$ cat config.mk
export PLATFORM = sky130hd
export DESIGN_NAME = clkrun_arbiter
export DESIGN_NICKNAME = d
export VERILOG_FILES = /design/src/rtl/clkrun_pkg.sv /design/src/rtl/clkrun_keepalive.sv /design/src/rtl/clkrun_fsm.sv /design/src/rtl/clkrun_arbiter.sv
export SDC_FILE = /design/constraint.sdc
export NUM_CORES = 1
export LEC_CHECK = 0
export CAP_MARGIN = 20
export CELL_PAD_IN_SITES_DETAIL_PLACEMENT = 1
export CELL_PAD_IN_SITES_GLOBAL_PLACEMENT = 1
export CORE_AREA = 8 8 45 47
export CTS_BUF_LIST = sky130_fd_sc_hd__clkbuf_8 sky130_fd_sc_hd__clkbuf_16
export CTS_CLUSTER_SIZE = 28
export DETAILED_ROUTE_END_ITERATION = 10
export DIE_AREA = 0 0 53 55
export DONT_BUFFER_PORTS = 1
export PLACE_DENSITY = 0.52
export SLEW_MARGIN = 20
export SYNTH_ARGS = -nofsm -noshare
export SYNTH_HDL_FRONTEND = slang
export SYNTH_SLANG_ARGS = --single-unit
$ cat constraint.sdc
create_clock -name clk -period 1.6 [get_ports clk]
set_clock_uncertainty 0.1 [all_clocks]
set_input_delay 0.08 -clock clk [delete_from_list [all_inputs] [get_ports clk]]
set_output_delay 0.08 -clock clk [all_outputs]
set_load 0.02 [all_outputs]
$ cat src/rtl/clkrun_pkg.sv
package clkrun_pkg;
  typedef enum logic [1:0] {
    CR_IDLE    = 2'd0,
    CR_VETO    = 2'd1,
    CR_RESTART = 2'd2
  } cr_state_e;
endpackage

$ cat src/rtl/clkrun_keepalive.sv
module clkrun_keepalive #(
  parameter int NUM_IRQ  = 8,
  parameter int NUM_SOCK = 2
) (
  input  logic                clk,
  input  logic                rst_n,
  input  logic                keep_clk,
  input  logic                res16_busy,
  input  logic                cbm_busy,
  input  logic                posted_pend,
  input  logic [NUM_IRQ-1:0]  irq_pend,
  input  logic [NUM_SOCK-1:0] sock_clk_on,
  output logic                alive_q
);
  localparam int NUM_SRC = 4 + NUM_IRQ + NUM_SOCK;

  logic [NUM_SRC-1:0] src;

  assign src[0] = keep_clk;
  assign src[1] = res16_busy;
  assign src[2] = cbm_busy;
  assign src[3] = posted_pend;

  for (genvar gi = 0; gi < NUM_IRQ; gi++) begin : g_irq
    assign src[4+gi] = irq_pend[gi];
  end
  for (genvar gs = 0; gs < NUM_SOCK; gs++) begin : g_sock
    assign src[4+NUM_IRQ+gs] = sock_clk_on[gs];
  end

  always_ff @(posedge clk or negedge rst_n) begin
    if (!rst_n) alive_q <= 1'b0;
    else        alive_q <= |src;
  end


  irq_reaches_merge_chk: assert property (@(posedge clk) disable iff (!rst_n)
    (|irq_pend) |=> alive_q);


  sock_reaches_merge_chk: assert property (@(posedge clk) disable iff (!rst_n)
    (|sock_clk_on) |=> alive_q);
endmodule

$ cat src/rtl/clkrun_fsm.sv
module clkrun_fsm
  import clkrun_pkg::*;
#(
  parameter int VETO_CYCLES = 2
) (
  input  logic clk,
  input  logic rst_n,
  input  logic cr_line_n,
  input  logic bus_clk_live,
  input  logic alive_q,
  output logic cr_pull_en
);
  localparam int CNT_W = (VETO_CYCLES < 2) ? 1 : $clog2(VETO_CYCLES);
  localparam logic [CNT_W-1:0] CNT_LOAD = CNT_W'(VETO_CYCLES - 1);

  cr_state_e        state, state_nx;
  logic [CNT_W-1:0] cnt, cnt_nx;
  logic             line_q;

  always_ff @(posedge clk or negedge rst_n) begin
    if (!rst_n) line_q <= 1'b0;
    else        line_q <= cr_line_n;
  end

  always_comb begin
    state_nx = state;
    cnt_nx   = cnt;
    unique case (state)
      CR_IDLE: begin
        if (alive_q && !bus_clk_live) begin
          state_nx = CR_RESTART;
        end else if (alive_q && line_q) begin
          state_nx = CR_VETO;
          cnt_nx   = CNT_LOAD;
        end
      end
      CR_VETO: begin
        if (cnt == '0) state_nx = CR_IDLE;
        else           cnt_nx   = cnt - 1'b1;
      end
      CR_RESTART: begin
        if (bus_clk_live) state_nx = CR_IDLE;
      end
      default: state_nx = CR_IDLE;
    endcase
  end

  always_ff @(posedge clk or negedge rst_n) begin
    if (!rst_n) begin
      state <= CR_IDLE;
      cnt   <= '0;
    end else begin
      state <= state_nx;
      cnt   <= cnt_nx;
    end
  end

  assign cr_pull_en = (state == CR_VETO) || (state == CR_RESTART);


  veto_len_chk: assert property (@(posedge clk) disable iff (!rst_n)
    (state == CR_VETO) |-> (cnt <= CNT_LOAD));


  restart_hold_chk: assert property (@(posedge clk) disable iff (!rst_n)
    (cr_pull_en && !bus_clk_live && state == CR_RESTART) |=> cr_pull_en);


  drive_cause_chk: assert property (@(posedge clk) disable iff (!rst_n)
    (cr_pull_en && !$past(cr_pull_en)) |-> ($past(line_q) || !$past(bus_clk_live)));


  no_alive_no_drive_chk: assert property (@(posedge clk) disable iff (!rst_n)
    (!alive_q && bus_clk_live && state == CR_IDLE) |=> !cr_pull_en);
endmodule

$ cat src/rtl/clkrun_arbiter.sv
module clkrun_arbiter #(
  parameter int VETO_CYCLES = 2,
  parameter int NUM_IRQ     = 8,
  parameter int NUM_SOCK    = 2
) (
  input  logic                clk,
  input  logic                rst_n,
  input  logic                cr_line_n,
  input  logic                bus_clk_live,
  input  logic                keep_clk,
  input  logic                res16_busy,
  input  logic                cbm_busy,
  input  logic                posted_pend,
  input  logic [NUM_IRQ-1:0]  irq_pend,
  input  logic [NUM_SOCK-1:0] sock_clk_on,
  output logic                cr_pull_en
);
  logic alive_q;

  clkrun_keepalive #(.NUM_IRQ(NUM_IRQ), .NUM_SOCK(NUM_SOCK)) u_alive (
    .clk         (clk),
    .rst_n       (rst_n),
    .keep_clk    (keep_clk),
    .res16_busy  (res16_busy),
    .cbm_busy    (cbm_busy),
    .posted_pend (posted_pend),
    .irq_pend    (irq_pend),
    .sock_clk_on (sock_clk_on),
    .alive_q     (alive_q)
  );

  clkrun_fsm #(.VETO_CYCLES(VETO_CYCLES)) u_fsm (
    .clk          (clk),
    .rst_n        (rst_n),
    .cr_line_n    (cr_line_n),
    .bus_clk_live (bus_clk_live),
    .alive_q      (alive_q),
    .cr_pull_en   (cr_pull_en)
  );
endmodule

==> impl_metrics.csv <==
group,metric,value,unit
synthesis,yosysSeqAreaShare,43.5,%
timing,worstMarginPinSlew,0.347,ns
worst_setup_path,worst_ep_required_time,1.59,ns
timing,fin_crit_sh,99.7,%
grt,grt_pass1_vias,363,
detailed_routing,drc_errors,0,
pwr,leakagePower,0.206,nW
grt,antenna_found_initial,0,
worst_setup_path,crit_path_end_kind,"flip-flop",
timing,fin_ws,0.00486,ns
floorplanning,floorplan.initialDensity,20.8,%
worst_setup_path,max_stage_delay,0.61,ns
floorplanning,rows,14,
clock_tree,ctsHoldBuffers,10,
clock_tree,cts_resized,0,
place,pre_cts_slack,0.233,ns
place,place_inst,44,
synthesis,yosys_warnings,0,
worst_setup_path,slowest_stage,"dlygate4sd3_1",
finish,syn_to_final_growth,57.4,%
place,place.port_buffers,0,
clock_tree,numCtsBuffers,3,
grt,track_usage,7.45,%
worst_setup_path,cp.arrival,1.58,ns
synthesis,synthXorXnorAreaFrac,0,%
synthesis,synth_cells,28,
clock_tree,cts_tree,"built",
synthesis,avgSynthCellArea,10.3,µm²
finish,stdcell_count,58,
floorplanning,dieHeight,55,µm
detailed_routing,vias,277,
worst_setup_path,crit_buf_inv,2,
finish,final_nets,64,
synthesis,synth.area.mux_share,0,%
grt,overflow,0,
timing,hold_viol_final,0,
synthesis,synth-compound-area-share,21.3,%
worst_setup_path,critPathMostFrequentCell,"dlygate4sd3_1",
pwr,ir_drop,530,µV
worst_setup_path,cp_top_family,"buffers and inverters",
finish,antenna_cells,0,
detailed_routing,avgViaCountPerCell,4.78,
timing,post-route-min-period,1.60,ns
clock_tree,cts-htree-levels,1,
finish,final_common_cell,"dlygate4sd3_1",
floorplanning,die_area,2920,µm²
worst_setup_path,start_kind,"primary input",
worst_setup_path,cp_cell_sequence,"dlygate4sd3_1, nor4_1, dlygate4sd3_1, nand4_1",
timing,fmax,627,MHz
synthesis,synth-seq-cells,5,
timing,setup_violations,0,
grt,grt_start_max_net_pins,6,
synthesis,syn_nets,49,
clock_tree,post_cts_buffers,0,
synthesis,ys_types,17,
synthesis,syn_area,288,µm²
finish,fin_area,453,µm²
pwr,finalPower,683,µW
synthesis,synth_adder_area_share,13.0,%
worst_setup_path,cp_max_fo,1,
floorplanning,die_w,53,µm
run_status,status,"finished, final reports clean",
detailed_routing,drt_iter0_drc,1,
finish,final_cell_mix,"10 x dlygate4sd3_1, 5 x dfrtp_1, 4 x inv_1",
detailed_routing,routedWlPerCell,16.3,µm
pwr,p_per_area,1510,nW/µm²
grt,grt_pass1_wl,1510,µm
floorplanning,ios,19,
timing,setup-tns-final,0,ns
timing,rsz0062_at_grt,"false",
synthesis,synth_top_family_by_area,"compound AO/OA/AOI/OAI gates",
synthesis,yosys.area_share.simple,18.3,%
place,gp_congestion,0.679,
finish,drive_gt1_share,9.52,%
hold_path,min_path_type,"primary input to asynchronous set/reset pin",
detailed_routing,antenna_left,0,
clock_tree,cts-root-buf,"clkbuf_8",
detailed_routing,finalWirelength,946,µm
detailed_routing,drt_pass1_iterations,2,
place,dpl.hpwl,721,µm
timing,relSlewSlack,76.7,%
worst_setup_path,path_class,"primary input to flip-flop",
clock_tree,worst_skew_pair.late_latency,0.22,ns
place,dpl_cell_area,308,µm²
clock_tree,clk_pin_slew,0.04,ns
clock_tree,cts.path.max_buffers,2,
clock_tree,clkSinkCount,5,
job,cap_violations,0,
timing,slew_viol_final,0,
floorplanning,core_area,1380,µm²
[routing by layer]
metal	global-route usage (%)	vias up	wire length, µm
met5	0	-	0
met4	6.47	0	8
met3	4.81	2	97
met2	14.6	15	528
met1	4.29	125	312
li1	-	135	-
[flip-flops by register name, summed over array words and instances (netlist names)]
register / cells
u_fsm.cnt: 1
u_fsm.state: 2
u_fsm.line_q: 1
u_alive.alive_q: 1
[where the power goes]
part / internal (mW) / total [mW] / switching [mW]
sequential: 0.165 / 0.191 / 0.0265
combinational: 0.123 / 0.273 / 0.149
clock: 0.164 / 0.220 / 0.0558
total: 0.452 / 0.683 / 0.232
[final cells by class]
cell class,instances,area [µm²]
clock buffer,3,41.3
clock inverter,1,3.75
fill,152,931
inverter,3,11.3
multi-input combinational,20,151
sequential,5,125
tap,16,20.0
timing repair buffer,10,100
[kinds of logic (layout without fill, tap and decap cells)]
group,Yosys count,count (layout)
DFF,5,5
adders and majority gates,3,3
buffers and inverters,3,17
and+or+nand+nor,9,9
AOI/OAI and AO/OA,8,8
[per-stage QoR]
| stage | hold slack, ns | utilization (%) |
|---|---|---|
| 2_1_floorplan | -0.316 | - |
| 3_3_place_gp | -0.315 | 22.2 |
| 3_5_place_dp | -0.315 | 22.2 |
| 4_1_cts | 0.0588 | 32.7 |
| 5_1_grt | 0.0691 | 32.7 |
| 6_report | 0.0547 | 32.7 |
[Yosys cell counts (all sizes together)]
library cell | count | area (µm²)
a21o | 1 | 7.51
a221oi | 1 | 8.76
a22o | 1 | 8.76
a41oi | 1 | 8.76
and2 | 1 | 8.76
and2b | 1 | 7.51
dfrtp | 5 | 125
ha | 3 | 37.5
inv | 3 | 11.3
nand2 | 2 | 7.51
nand4 | 1 | 6.26
nor2 | 1 | 3.75
nor4 | 3 | 18.8
o211ai | 1 | 7.51
o21ai | 1 | 5.00
o22ai | 1 | 6.26
o32ai | 1 | 8.76
[final timing paths]
| path | start | end | slack [ns] | depth (start not counted) |
|---|---|---|---|---|
| max in group asynchronous | rst_n | u_fsm.line_q$_DFF_PN0_ | 1.15 | 1 |
| hold / removal | rst_n | u_fsm.state[0]$_DFFE_PN0P_ | 0.05 | 1 |
| hold reg to reg | u_fsm.state[0]$_DFFE_PN0P_ | u_fsm.state[0]$_DFFE_PN0P_ | 0.46 | 1 |
| setup / recovery | cbm_busy | u_alive.alive_q$_DFF_PN0_ | 0.005 | 4 |
| setup reg to reg | u_fsm.state[0]$_DFFE_PN0P_ | u_fsm.state[0]$_DFFE_PN0P_ | 0.23 | 4 |
| min in group clk | bus_clk_live | u_fsm.cnt$_DFFE_PN0P_ | 0.09 | 2 |
No activity file was read; power rests on OpenSTA's default activity.
